==> src/rtl/cos_irq_pkg.sv <==
// Package: shared constants and types for the change-of-state interrupt
// controller. Assumes a 3-bit word address on the register port.
package cos_irq_pkg;

    localparam int ADDR_W = 3;

    // Register addresses
    localparam logic [ADDR_W-1:0] A_MASK  = 3'd0;
    localparam logic [ADDR_W-1:0] A_CTRL  = 3'd1;
    localparam logic [ADDR_W-1:0] A_CLEAR = 3'd2;
    localparam logic [ADDR_W-1:0] A_SNAP  = 3'd3;
    localparam logic [ADDR_W-1:0] A_MODE  = 3'd4;

    // Control register bit positions
    localparam int CTL_ANY  = 0;
    localparam int CTL_SRC0 = 1;
    localparam int CTL_SRC1 = 2;
    localparam int CTL_W    = 3;

    // Clear register bit position
    localparam int CLR_BIT = 0;

    // Mode actually in effect
    typedef enum logic [1:0] {
        MODE_OFF  = 2'd0,
        MODE_ANY  = 2'd1,
        MODE_RISE = 2'd2
    } mode_e;

endpackage

==> src/rtl/cos_sync.sv <==
// Module: cos_sync
// Multi-stage flip-flop synchroniser for a bus of asynchronous inputs.
// Assumes the bits are independent levels; no bus coherency is implied.
module cos_sync #(
    parameter int W      = 16,
    parameter int STAGES = 2
) (
    input  logic         clk,
    input  logic         rst_n,
    input  logic [W-1:0] d,
    output logic [W-1:0] q
);

    logic [W-1:0] stage [STAGES];

    genvar i;
    generate
        for (i = 0; i < STAGES; i++) begin : g_stage
            if (i == 0) begin : g_first
                // First stage samples the raw pins
                always_ff @(posedge clk) begin
                    if (!rst_n) stage[0] <= '0;
                    else        stage[0] <= d;
                end
            end else begin : g_next
                // Later stages shift the sample along the chain
                always_ff @(posedge clk) begin
                    if (!rst_n) stage[i] <= '0;
                    else        stage[i] <= stage[i-1];
                end
            end
        end
    endgenerate

    assign q = stage[STAGES-1];

endmodule

==> src/rtl/cos_detect.sv <==
// Module: cos_detect
// Resolves the mode in effect and flags a qualifying edge on the
// synchronised inputs. Any-edge mode has priority over rising mode.
// Assumes W >= 2, so that channels 0 and 1 exist.
module cos_detect
    import cos_irq_pkg::*;
#(
    parameter int W = 16
) (
    input  logic         clk,
    input  logic         rst_n,
    input  logic [W-1:0] sync,
    input  logic [W-1:0] mask,
    input  logic         any_en,
    input  logic [1:0]   src_en,
    output logic         edge_hit,
    output mode_e        mode
);

    logic [W-1:0] prev_q;
    logic         any_hit;
    logic         rise_hit;

    // Registered copy of the synchronised inputs, used as the edge reference
    always_ff @(posedge clk) begin
        if (!rst_n) prev_q <= '0;
        else        prev_q <= sync;
    end

    // Resolve the mode in force; any-edge mode suppresses rising mode
    always_comb begin
        if (any_en)          mode = MODE_ANY;
        else if (|src_en)    mode = MODE_RISE;
        else                 mode = MODE_OFF;
    end

    // Edge qualification for each mode
    always_comb begin
        any_hit  = |((sync ^ prev_q) & mask);
        rise_hit = |(sync[1:0] & ~prev_q[1:0] & src_en);
        unique case (mode)
            MODE_ANY:  edge_hit = any_hit;
            MODE_RISE: edge_hit = rise_hit;
            default:   edge_hit = 1'b0;
        endcase
    end

endmodule

==> src/rtl/cos_latch.sv <==
// Module: cos_latch
// Holds the pending request and the frozen input snapshot. A clear wins
// over an edge that arrives in the same cycle; that edge is dropped.
module cos_latch #(
    parameter int W = 16
) (
    input  logic         clk,
    input  logic         rst_n,
    input  logic         edge_hit,
    input  logic         clr_req,
    input  logic [W-1:0] sync,
    output logic         pending,
    output logic [W-1:0] snap
);

    // Request and snapshot update: set on a fresh edge, cleared on request
    always_ff @(posedge clk) begin
        if (!rst_n) begin
            pending <= 1'b0;
            snap    <= '0;
        end else if (clr_req) begin
            pending <= 1'b0;
            snap    <= '0;
        end else if (edge_hit && !pending) begin
            pending <= 1'b1;
            snap    <= sync;
        end
    end

endmodule

==> src/rtl/cos_regs.sv <==
// Module: cos_regs
// Software-visible register file: the change mask, the control bits, the
// clear strobe and the read mux. Assumes single-cycle writes and
// combinational reads.
module cos_regs
    import cos_irq_pkg::*;
#(
    parameter int W = 16
) (
    input  logic              clk,
    input  logic              rst_n,
    input  logic              wr,
    input  logic [ADDR_W-1:0] addr,
    input  logic [W-1:0]      wdata,
    input  logic [W-1:0]      snap,
    input  mode_e             mode,
    output logic [W-1:0]      rdata,
    output logic [W-1:0]      mask,
    output logic              any_en,
    output logic [1:0]        src_en,
    output logic              clr_req
);

    logic [CTL_W-1:0] ctrl_q;

    // Writable registers
    always_ff @(posedge clk) begin
        if (!rst_n) begin
            mask   <= '0;
            ctrl_q <= '0;
        end else if (wr) begin
            if (addr == A_MASK) mask   <= wdata;
            if (addr == A_CTRL) ctrl_q <= wdata[CTL_W-1:0];
        end
    end

    assign any_en  = ctrl_q[CTL_ANY];
    assign src_en  = {ctrl_q[CTL_SRC1], ctrl_q[CTL_SRC0]};
    assign clr_req = wr && (addr == A_CLEAR) && wdata[CLR_BIT];

    // Read mux
    always_comb begin
        rdata = '0;
        unique case (addr)
            A_MASK:  rdata = mask;
            A_CTRL:  rdata[CTL_W-1:0] = ctrl_q;
            A_SNAP:  rdata = snap;
            A_MODE:  rdata[1:0] = mode;
            default: rdata = '0;
        endcase
    end

endmodule

==> src/rtl/cos_irq_ctrl.sv <==
// Module: cos_irq_ctrl (top)
// Change-of-state interrupt controller: synchronises NUM_CH input lines,
// detects any-edge or rising-edge events, latches an input snapshot and
// drives one interrupt request until a write-1 clear.
// Assumes NUM_CH >= 3 so that the control bits fit the data bus.
module cos_irq_ctrl
    import cos_irq_pkg::*;
#(
    parameter int NUM_CH      = 16,
    parameter int SYNC_STAGES = 2
) (
    input  logic              clk,
    input  logic              rst_n,
    input  logic [NUM_CH-1:0] din,
    input  logic              reg_wr,
    input  logic [ADDR_W-1:0] reg_addr,
    input  logic [NUM_CH-1:0] reg_wdata,
    output logic [NUM_CH-1:0] reg_rdata,
    output logic              irq
);

    logic [NUM_CH-1:0] sync_v;
    logic [NUM_CH-1:0] mask_v;
    logic [NUM_CH-1:0] snap_q;
    logic              any_en;
    logic [1:0]        src_en;
    logic              clr_req;
    logic              edge_hit;
    mode_e             mode_cur;

    cos_sync #(.W(NUM_CH), .STAGES(SYNC_STAGES)) u_sync (
        .clk (clk),
        .rst_n (rst_n),
        .d (din),
        .q (sync_v)
    );

    cos_detect #(.W(NUM_CH)) u_detect (
        .clk (clk),
        .rst_n (rst_n),
        .sync (sync_v),
        .mask (mask_v),
        .any_en (any_en),
        .src_en (src_en),
        .edge_hit (edge_hit),
        .mode (mode_cur)
    );

    cos_latch #(.W(NUM_CH)) u_latch (
        .clk (clk),
        .rst_n (rst_n),
        .edge_hit (edge_hit),
        .clr_req (clr_req),
        .sync (sync_v),
        .pending (irq),
        .snap (snap_q)
    );

    cos_regs #(.W(NUM_CH)) u_regs (
        .clk (clk),
        .rst_n (rst_n),
        .wr (reg_wr),
        .addr (reg_addr),
        .wdata (reg_wdata),
        .snap (snap_q),
        .mode (mode_cur),
        .rdata (reg_rdata),
        .mask (mask_v),
        .any_en (any_en),
        .src_en (src_en),
        .clr_req (clr_req)
    );

endmodule

==> config.mk <==
export PLATFORM = sky130hd
export DESIGN_NAME = cos_irq_ctrl
export DESIGN_NICKNAME = d
export VERILOG_FILES = /design/src/rtl/cos_irq_pkg.sv /design/src/rtl/cos_sync.sv /design/src/rtl/cos_detect.sv /design/src/rtl/cos_latch.sv /design/src/rtl/cos_regs.sv /design/src/rtl/cos_irq_ctrl.sv
export SDC_FILE = /design/constraint.sdc
export NUM_CORES = 1
export LEC_CHECK = 0
export ABC_CLOCK_PERIOD_IN_PS = 1900
export BUFFER_PORTS_ARGS = -buffer_cell sky130_fd_sc_hd__buf_2
export CORE_UTILIZATION = 50
export CTS_BUF_LIST = sky130_fd_sc_hd__clkbuf_16
export DETAILED_ROUTE_END_ITERATION = 6
export PLACE_DENSITY = 0.71
export REMOVE_ABC_BUFFERS = 1
export SLEW_MARGIN = 30
export SYNTH_ARGS = -nofsm -noshare
export SYNTH_HDL_FRONTEND = slang
export SYNTH_SLANG_ARGS = --single-unit
==> constraint.sdc <==
create_clock -name clk -period 1.9 [get_ports clk]
set_clock_uncertainty 0.05 [all_clocks]
set_input_delay 0.19 -clock clk [delete_from_list [all_inputs] [get_ports clk]]
set_output_delay 0.19 -clock clk [all_outputs]
set_load 0.02 [all_outputs]
==> results of run 1 <==
[flip-flops by register name (all words and copies together) (netlist names)]
name and flops:
u_latch.snap 16, u_regs.ctrl_q 3, u_regs.mask 16, u_sync.stage 32
u_detect.prev_q 16, u_latch.pending 1
[timing repair]
item | 4_1_cts | 5_1_grt
endpoints found under the setup margin | 0 | 16
gates resized for setup | 0 | 9
buffers inserted | 0 | 2
[metrics by stage]
step           cell area, um2  setup TNS, ps  utilization [%]
3_5_place_dp             3590              0             59.3
4_1_cts                  3860              0             63.8
3_3_place_gp             3590              0             59.3
2_1_floorplan            3130          -2710                -
6_report                 3920              0             64.6
5_1_grt                  3920           -784             64.6
[layout make-up]
type	count	area share, %
tap	75	2.40
sequential	84	43.0
clock inverter	7	1.15
clock buffer	9	5.75
inverter	4	0.384
timing repair buffer	70	10.2
multi-input combinational	230	37.1
[final timing paths]
| kind | to | depth (start not counted) |
|---|---|---|
| setup / recovery | u_latch.snap[3]$_SDFFE_PP0P_ | 6 |
| hold / removal | u_sync.stage[0][4]$_SDFF_PN0_ | 2 |
| setup reg to reg | u_latch.snap[3]$_SDFFE_PP0P_ | 6 |
| hold reg to reg | u_sync.stage[1][11]$_SDFF_PN0_ | 1 |
[cells by family after synthesis]
kind of cell / Yosys count / share of synthesized area [%]
buffers and inverters: 25 / 3.27
AND/OR/NAND/NOR: 146 / 21.7
AO/OA/AOI/OAI: 46 / 11.3
multiplexers: 21 / 6.57
adder cells (fa/ha/maj): 2 / 0.777
XOR/XNOR: 15 / 4.08
flip-flops: 84 / 52.3
[per-layer routing]
metal / routed length (um) / global-route usage [%] / up-vias
li1: - / - / 1239
met1: 3020 / 25.5 / 1127
met2: 3160 / 35.5 / 62
met3: 256 / 4.62 / 4
met4: 66 / 7.37 / 0
met5: 0 / 0 / -
[layout by cell type, fill, tap and decap left out, drive strengths merged, types with 4 or more instances in the layout]
cell     n
xor2    15
a22oi   20
nor2    18
clkinv   4
and2    49
mux2i   20
inv      5
dfxtp   84
buf     70
clkbuf   9
nor2b    4
nand2   68
a21boi  17
[power groups by stage]
stage	Sequential, mW	Combinational, mW	Clock [mW]
3_3_place_gp	1.88	0.208	0
4_1_cts	1.84	0.213	1.58
3_5_place_dp	1.88	0.211	0
6_report	1.84	0.216	1.53
5_1_grt	1.85	0.240	1.65
2_1_floorplan	1.87	0.103	0
==> summary.md, run 1 <==
| Metric | Value |
|---|---|
| Status | `finished clean` |
| Count leader, synth | `dfxtp_1` |
| CP top delay family | `compound AO/OA/AOI/OAI gates` |
| Dpl cells | `460` |
| Worst path buffer plus inverter count | `1` |
| H-tree levels | `3` |
| Post-synth EDFFs | `0` |
| Warnings, synthesis | `0` |
| RePlAce Congestion | `0.791` |
| Fraction of the yosys area taken by sequential cells | `52.3%` |
| CTS Buffer Depth | `2` |
| CTS tree | `done` |
| Final setup violation count | `0` |
| Diodes inserted | `0` |
| Netlist cell types | `30` |
| Net switching power | `0.795 mW` |
| Detailed placement HPWL | `4.54 mm` |
| Global route overflow | `0` |
| Slew margin rel. | `56.9%` |
| LEAKAGE | `1.75 nW` |
| Top FF cell, synth | `dfxtp_1` |
| Share of layout cells above drive strength 1 | `23.0%` |
| Hold path start | `din[4]` |
| Synth area leader | `dfxtp_1` |
| Chip width | `82.2 um` |
| Reg2reg start | `u_sync.stage[1][9]$_SDFF_PN0_` |
| Final worst slack | `67.4 ps` |
| R2R Setup Slk | `70 ps` |
| FF/Latch Area | `1690 um2` |
| FMAX | `546 MHz` |
| Initial antenna violation count | `0` |
| Vias in the first global route | `2260` |
| Clock power share | `42.6%` |
| Clk_lat worst skew | `320 ps` |
| Post-synthesis cell area | `3220 um2` |
| Critical path cell sequence | `xor2_1 > a222oi_1 > nand3_1 > o311ai_4 > buf_4 > mux2i_1` |
| Starting DRT DRC Count | `113` |
| Chip Height | `82.2 um` |
| Crit path from | `u_sync.stage[1][9]$_SDFF_PN0_` |
| Initial Utilization | `53.1%` |
| Non-Filler Instances | `479` |
| # Max-Cap Violations | `0` |
| Via count | `2432` |
| Total GRT Usage | `20.8%` |
| Area grow syn2layout | `21.7%` |
| I/O Pins | `55` |
| Power Total | `3.59 mW` |
| Vias/cell | `5.08` |
| Antenna viol nets, final | `0` |
| Combinational cell fraction of total power | `6.0%` |
| Synth cell count leaders | `dfxtp_1 (84), nand2_1 (68), and2_1 (48)` |
| Switch share | `22.2%` |
| Core area | `6060 um2` |
| Slew at the pin closest to its max-slew limit | `647 ps` |
| CP arrival | `2040 ps` |
| Multi-input logic area | `1450 um2` |
| Cell Pwr Density | `917 nW/um2` |
| Seq pwr share | `51.3%` |
| Wire length per cell | `13.6 um` |
| Crit path capture type | `flip-flop` |
| Final hold viol count | `0` |
| Fill count | `519` |
| Clock slew at reported path FFs | `60 ps` |
| Nets@finish | `439` |
| Seq cells post-synth | `84` |
| Synth top area share | `52.3%` |
| Sink Count | `84` |
| Cells after Synth | `339` |
| CTS buffer count | `9` |
| WL final | `6.51 mm` |
| Clk root buf | `clkbuf_16` |
| Die Area | `6760 um2` |
| CP startpoint kind | `flip-flop` |
| Worst Hold Class | `input port to flip-flop` |
| # hold bufs at CTS | `0` |
| Asr flop ratio synth | `0%` |
| Worst path max stage delay | `360 ps` |
| Req. time, crit path | `2100 ps` |
| Min Clock Period, post-route | `1830 ps` |
| Syn_area_per_cell | `9.49 um2` |
| DRT Pass-1 Iters | `4` |
| CP Class | `flip-flop to flip-flop` |
| Buffers added on ports | `54` |
| P_int | `2.79 mW` |
| Max Slew Vio Count | `0` |
| Crit path max-delay cell type | `o311ai_4` |
| Crit Path Max Fanout | `4` |
| Core Rows | `28` |
| Unrepaired setup endpoints after global routing | `yes` |
| Pre-CTS WS | `18.8 ps` |
| Detailed-route DRC error count | `0` |
| Period utilisation layout | `96.5%` |
| Synth top area cells | `dfxtp_1 (52%), and2_1 (9.3%), nand2_1 (7.9%)` |
| Peak supply drop | `0.756 mV` |
| First-pass GRT wire length | `10.5 mm` |
| Min Hold Slack | `16.9 ps` |
| Largest net degree at the start of global routing | `45` |
No activity file was read; power rests on OpenSTA's default activity.
==> inputs of run 2 (changes only) <==
--- a/config.mk
+++ b/config.mk
@@ -11,7 +11,6 @@
 export CTS_BUF_LIST = sky130_fd_sc_hd__clkbuf_16
 export DETAILED_ROUTE_END_ITERATION = 6
 export PLACE_DENSITY = 0.71
-export REMOVE_ABC_BUFFERS = 1
 export SLEW_MARGIN = 30
 export SYNTH_ARGS = -nofsm -noshare
 export SYNTH_HDL_FRONTEND = slang
==> run 2 against run 1 <==
Effect of this change:
- global-route usage up 0.16 points
- flip-flop and latch count unchanged
- combinational power down 3%
- fmax down 0.13%
- first-iteration DRC count up 21%
- clock-buffer cell count unchanged
- via count down 1.8%
- clock power up 11%
- design area down 0.77%
- core utilization down 0.50 points
- critical path depth unchanged
- power up 4.5%
==> summary.md, run 2 (synthesis gave the netlist of run 1 again) <==
| Metric | Value |
|---|---|
| Status | `finished clean` |
| Wire length per cell | `14.0 um (+2.7%)` |
| Power Total | `3.75 mW (+4.5%)` |
| # Max-Cap Violations | `0 (unchanged)` |
| Vias in the first global route | `2131 (-5.7%)` |
| Switch share | `22.0% (-0.15 points)` |
| CP Class | `flip-flop to flip-flop` |
| Min Hold Slack | `9.90 ps (-6.98 ps)` |
| Diodes inserted | `0 (unchanged)` |
| Clock power share | `45.3% (+2.7 points)` |
| Commonest non-fill, non-tap cell in the layout | `dfxtp_1` |
| Crit path capture type | `flip-flop` |
| Clk root buf | `clkbuf_16` |
| Initial Utilization | `53.1% (unchanged)` |
| Post-Syn Nets | `379` |
| First-pass GRT wire length | `10.1 mm (-3.2%)` |
| Total negative slack | `0 ps (unchanged)` |
| Pre-CTS WS | `43.6 ps (+24.8 ps)` |
| Total GRT Usage | `20.9% (+0.16 points)` |
| R2R Setup Slk | `60 ps (about the same)` |
| Combinational cell fraction of total power | `5.6% (-0.4 points)` |
| Clock slew at reported path FFs | `60 ps (about the same)` |
| Period utilisation layout | `96.6% (+0.13 points)` |
| I/O Pins | `55 (unchanged)` |
| Req. time, crit path | `2110 ps (about the same)` |
| Core Rows | `28 (unchanged)` |
| Final Instance Area | `3880 um2 (-0.77%)` |
| CTS Buffer Depth | `2 (unchanged)` |
| Dpl cells | `458 (-0.43%)` |
| Max Slew Vio Count | `0 (unchanged)` |
| Cell Pwr Density | `965 nW/um2 (+5.3%)` |
| Chip width | `82.2 um (unchanged)` |
| Chip Height | `82.2 um (unchanged)` |
| Global route overflow | `0 (unchanged)` |
| FMAX | `545 MHz (-0.13%)` |
| Min Clock Period, post-route | `1840 ps (+2.41 ps)` |
| Largest net degree at the start of global routing | `68 (+51%)` |
| Share of layout cells above drive strength 1 | `21.3% (-1.7 points)` |
| Starting DRT DRC Count | `137 (+21%)` |
| Antenna viol nets, final | `0 (unchanged)` |
| CTS tree | `done` |
| Detailed-route DRC error count | `0 (unchanged)` |
| Fill count | `524 (+0.96%)` |
| Initial antenna violation count | `0 (unchanged)` |
| Fin util | `64.1% (-0.50 points)` |
| Final setup violation count | `0 (unchanged)` |
| Worst Hold Class | `input port to flip-flop` |
| Clk_lat worst skew | `340 ps (+20 ps)` |
| Die Area | `6760 um2 (unchanged)` |
| CTS buffer count | `9 (unchanged)` |
| P_int | `2.92 mW (+4.7%)` |
| Non-Filler Instances | `474 (-1.0%)` |
| Slew at the pin closest to its max-slew limit | `661 ps (+13.6 ps)` |
| WL final | `6.61 mm (+1.7%)` |
| Peak supply drop | `0.717 mV (-5.2%)` |
| Biggest register | `u_sync.stage` |
| CTS resizes | `0 (unchanged)` |
| Net switching power | `0.825 mW (+3.7%)` |
| Final hold viol count | `0 (unchanged)` |
| Core area | `6060 um2 (unchanged)` |
| RePlAce Congestion | `0.776 (-1.8%)` |
| Final worst slack | `64.9 ps (-2.41 ps)` |
| H-tree levels | `3 (unchanged)` |
| Setup Buffers After CTS | `0 (unchanged)` |
| LEAKAGE | `1.74 nW (-0.70%)` |
| Area grow syn2layout | `20.7%` |
| Nets@finish | `434 (-1.1%)` |
| Slew margin rel. | `56.0% (-0.90 points)` |
| Number of flip-flops in the largest register | `32 (unchanged)` |
| Buffers added on ports | `54 (unchanged)` |
| Vias/cell | `5.04 (-0.77%)` |
| Crit Path Max Fanout | `8 (+4)` |
| Detailed placement HPWL | `4.36 mm (-3.9%)` |
| Most frequent cells in the layout | `dfxtp_1 (83), nand2_1 (68), buf_2 (54), and2_1 (48)` |
| CP arrival | `2040 ps (about the same)` |
| Seq pwr share | `49.1% (-2.2 points)` |
| Sink Count | `84 (unchanged)` |
| CP startpoint kind | `flip-flop` |
| Placed cell areas | `3580 um2 (-0.42%)` |
| # hold bufs at CTS | `0 (unchanged)` |
| Via count | `2388 (-1.8%)` |
| DRT Pass-1 Iters | `5 (+1)` |
==> run 2: routing by layer <==
layer  wire, um  track usage (%)
met2       2910             31.2
met4        149             12.6
met3        316             3.96
met1       3230             28.0
met5          0                0
==> run 2: cell type report <==
cell class                      count  area (um2)  share of cell area, %
Multi-Input combinational cell    230        1440                   37.1
Tap cell                           75        93.8                   2.42
Clock buffer                        9         225                   5.80
Inverter                            4        15.0                  0.386
Clock inverter                      7        67.6                   1.74
Sequential cell                    84        1680                   43.3
Timing Repair Buffer               65         360                   9.28
==> run 2: path summary, 6_finish.rpt <==
path	start	endpoint	cells past startpoint
setup reg to reg	u_sync.stage[1][9]$_SDFF_PN0_	u_latch.snap[1]$_SDFFE_PP0P_	6
hold / removal	din[8]	u_sync.stage[0][8]$_SDFF_PN0_	2
setup / recovery	u_sync.stage[1][9]$_SDFF_PN0_	u_latch.snap[1]$_SDFFE_PP0P_	6
hold reg to reg	u_sync.stage[0][8]$_SDFF_PN0_	u_sync.stage[1][8]$_SDFF_PN0_	1
==> run 2: power by group through the flow <==
stage	Combinational [mW]	Sequential (mW)	Clock [mW]
2_1_floorplan	0.131	1.87	0
3_5_place_dp	0.209	1.88	0
6_report	0.209	1.84	1.70
5_1_grt	0.232	1.85	1.80
4_1_cts	0.210	1.84	1.72
3_3_place_gp	0.205	1.88	0
==> run 2: worst max-delay path, stage by stage, from the launching register on <==
cell      delay, ps
dfxtp_2         330
xor2_1          150
a222oi_1        310
nand3_1         200
o311ai_4        330
buf_6           200
mux2i_1         200
==> inputs of run 3 (changes only) <==
--- a/config.mk
+++ b/config.mk
@@ -5,13 +5,13 @@
 export SDC_FILE = /design/constraint.sdc
 export NUM_CORES = 1
 export LEC_CHECK = 0
-export ABC_CLOCK_PERIOD_IN_PS = 1900
+export ABC_CLOCK_PERIOD_IN_PS = 2000
 export BUFFER_PORTS_ARGS = -buffer_cell sky130_fd_sc_hd__buf_2
-export CORE_UTILIZATION = 50
+export CORE_UTILIZATION = 55
 export CTS_BUF_LIST = sky130_fd_sc_hd__clkbuf_16
 export DETAILED_ROUTE_END_ITERATION = 6
-export PLACE_DENSITY = 0.71
-export SLEW_MARGIN = 30
+export PLACE_DENSITY = 0.82
+export SLEW_MARGIN = 25
 export SYNTH_ARGS = -nofsm -noshare
 export SYNTH_HDL_FRONTEND = slang
 export SYNTH_SLANG_ARGS = --single-unit
==> constraint.sdc (replaced) <==
create_clock -name clk -period 2 [get_ports clk]
set_clock_uncertainty 0.05 [all_clocks]
set_input_delay 0.2 -clock clk [delete_from_list [all_inputs] [get_ports clk]]
set_output_delay 0.2 -clock clk [all_outputs]
set_load 0.02 [all_outputs]
==> run 3 against run 2 <==
Effect of this change:
- flip-flop and latch count unchanged
- worst hold slack improved by 13 ps
- register-to-register slack improved by 50 ps
- global-route usage increased by 2.0 points
- first-iteration DRC count increased by 8.8%
- final cell count decreased by 0.63%
- sequential share of layout area increased by 0.39 points
- clock power decreased by 15%
- fmax decreased by 2.8%
- largest cell class unchanged
- highest routed layer unchanged
==> summary.md, run 3 (synthesis gave the netlist of run 1 again) <==
| Metric | Value |
|---|---|
| Via count | `2396 (+0.34%)` |
| CP startpoint kind | `flip-flop` |
| RePlAce Congestion | `0.823 (+6.0%)` |
| CTS Buffer Depth | `2 (unchanged)` |
| Final hold viol count | `0 (unchanged)` |
| WL final | `6.29 mm (-4.9%)` |
| Vias in the first global route | `2360 (+11%)` |
| # Max-Cap Violations | `0 (unchanged)` |
| Chip width | `78.5 um (-4.5%)` |
| CP top delay family | `compound AO/OA/AOI/OAI gates` |
| Wire length per cell | `13.4 um (-4.3%)` |
| Detailed placement HPWL | `4.23 mm (-3.1%)` |
| CTS tree | `done` |
| H-tree levels | `3 (unchanged)` |
| Initial antenna violation count | `0 (unchanged)` |
| Clk root buf | `clkbuf_16` |
| Period utilisation layout | `94.4% (-2.2 points)` |
| Fin util | `69.0% (+4.9 points)` |
| Req. time, crit path | `2200 ps (+90 ps)` |
| Most used cell, CP | `inv_1` |
| Initial Utilization | `57.7% (+4.6 points)` |
| Total GRT Usage | `22.9% (+2.0 points)` |
| Critical path cell sequence | `inv_1 > ha_1 > inv_1 > a21oi_1 > nand4_1 > o311ai_4 > buf_4 > mux2i_1` |
| Slew margin rel. | `58.6% (+2.7 points)` |
| Core area | `5570 um2 (-8.0%)` |
| Vias/cell | `5.09 (+0.97%)` |
| Number of flip-flops in the largest register | `32 (unchanged)` |
| Worst Hold Class | `input port to flip-flop` |
| Seq pwr share | `51.5% (+2.4 points)` |
| Combinational cell fraction of total power | `5.8% (+0.2 points)` |
| Diodes inserted | `0 (unchanged)` |
| CP Class | `flip-flop to flip-flop` |
| Worst path buffer plus inverter count | `3 (+2)` |
| Net switching power | `0.756 mW (-8.3%)` |
| Largest net degree at the start of global routing | `68 (unchanged)` |
| Buffers added on ports | `54 (unchanged)` |
| Antenna viol nets, final | `0 (unchanged)` |
| Share of layout cells above drive strength 1 | `20.6% (-0.75 points)` |
| Clk_lat worst skew | `330 ps (about the same)` |
| Most frequent cells in the layout | `dfxtp_1 (84), nand2_1 (68), buf_2 (54), and2_1 (48)` |
| Biggest register | `u_sync.stage` |
| Commonest non-fill, non-tap cell in the layout | `dfxtp_1` |
| P_int | `2.64 mW (-9.5%)` |
| Worst path max stage delay | `330 ps (about the same)` |
| Worst Reg-to-Reg Cells | `8 (+2)` |
| Post-Syn Nets | `379 (unchanged)` |
| Starting DRT DRC Count | `149 (+8.8%)` |
| Detailed-route DRC error count | `0 (unchanged)` |
| Die Area | `6160 um2 (-8.9%)` |
| Sink Count | `84 (unchanged)` |
| Cell Pwr Density | `884 nW/um2 (-8.4%)` |
| Core Rows | `27 (-3.6%)` |
| Clock slew at reported path FFs | `60 ps (about the same)` |
| FMAX | `530 MHz (-2.8%)` |
| Nets@finish | `434 (unchanged)` |
| Hold depth | `2 (unchanged)` |
| Status | `finished clean` |
| Levels on crit path | `8 (+2)` |
| Final setup violation count | `0 (unchanged)` |
| Setup Buffers After CTS | `0 (unchanged)` |
| CP arrival | `2090 ps (+50 ps)` |
| Total negative slack | `0 ps (unchanged)` |
| Peak supply drop | `0.631 mV (-12%)` |
| Clock power share | `42.8% (-2.5 points)` |
| Min Clock Period, post-route | `1890 ps (+53.5 ps)` |
| Switch share | `22.2% (+0.22 points)` |
| Global route overflow | `0 (unchanged)` |
| Chip Height | `78.5 um (-4.5%)` |
| Area grow syn2layout | `19.6%` |
| Crit Path Max Fanout | `6 (-2)` |
| Max Slew Vio Count | `0 (unchanged)` |
| Fill count | `436 (-17%)` |
| Crit path capture type | `flip-flop` |
| First-pass GRT wire length | `10.6 mm (+4.8%)` |
| Slew at the pin closest to its max-slew limit | `621 ps (-39.8 ps)` |
| LEAKAGE | `1.71 nW (-1.3%)` |
| I/O Pins | `55 (unchanged)` |
| DRT Pass-1 Iters | `5 (unchanged)` |
| Unrepaired setup endpoints after global routing | `no` |
| CTS buffer count | `9 (unchanged)` |
| Crit path max-delay cell type | `dfxtp_1` |
-- run 3: worst paths after layout --
| kind | from | end | slack [ps] |
|---|---|---|---|
| min | din[8] | u_sync.stage[0][8]$_SDFF_PN0_ | 20 |
| max | u_detect.prev_q[0]$_SDFF_PN0_ | u_latch.snap[8]$_SDFFE_PP0P_ | 110 |
| min reg2reg | u_sync.stage[0][6]$_SDFF_PN0_ | u_sync.stage[1][6]$_SDFF_PN0_ | 380 |
| max reg2reg | u_detect.prev_q[0]$_SDFF_PN0_ | u_latch.snap[8]$_SDFFE_PP0P_ | 110 |
-- run 3: per-stage QoR --
stage | cell area (um2) | hold WS, ps | cells | setup WS (ps) | total power [mW]
2_1_floorplan | 3220 | 277 | 339 | 76.2 | 1.90
3_3_place_gp | 3580 | 355 | 455 | 170 | 1.97
3_5_place_dp | 3580 | 358 | 455 | 123 | 1.98
4_1_cts | 3840 | 12.6 | 471 | 80.6 | 3.43
5_1_grt | 3850 | 19.8 | 471 | 28.7 | 3.52
6_report | 3850 | 22.6 | 471 | 111 | 3.40
-- run 3: repair_timing --
item                                    4_1_cts  5_1_grt
endpoints found under the setup margin        0        1
hold buffers                                  0        0
resized for setup                             0        1
-- run 3: final cells by class --
| cell class | count | area, um2 | share of cell area (%) |
|---|---|---|---|
| Sequential cell | 84 | 1680 | 43.7 |
| Multi-Input combinational cell | 230 | 1440 | 37.3 |
| Timing Repair Buffer | 65 | 357 | 9.27 |
| Clock buffer | 9 | 225 | 5.85 |
| Tap cell | 72 | 90.1 | 2.34 |
| Clock inverter | 7 | 42.5 | 1.11 |
| Inverter | 4 | 15.0 | 0.390 |
-- run 3: layer usage --
| layer | global-route usage [%] | up-vias | wire length, um |
|---|---|---|---|
| met2 | 36.7 | 74 | 2760 |
| li1 | - | 1225 | - |
| met3 | 4.42 | 14 | 307 |
| met4 | 13.1 | 0 | 185 |
| met1 | 28.7 | 1083 | 3040 |
| met5 | 0 | - | 0 |
-- run 3: power by group through the flow --
| stage | clock network [mW] | registers [mW] | logic [mW] |
|---|---|---|---|
| final | 1.45 | 1.75 | 0.196 |
| after global routing | 1.55 | 1.75 | 0.219 |
| after CTS | 1.48 | 1.75 | 0.197 |
| after detailed placement | 0 | 1.79 | 0.195 |
| after global placement | 0 | 1.78 | 0.190 |
| after floorplan | 0 | 1.78 | 0.124 |
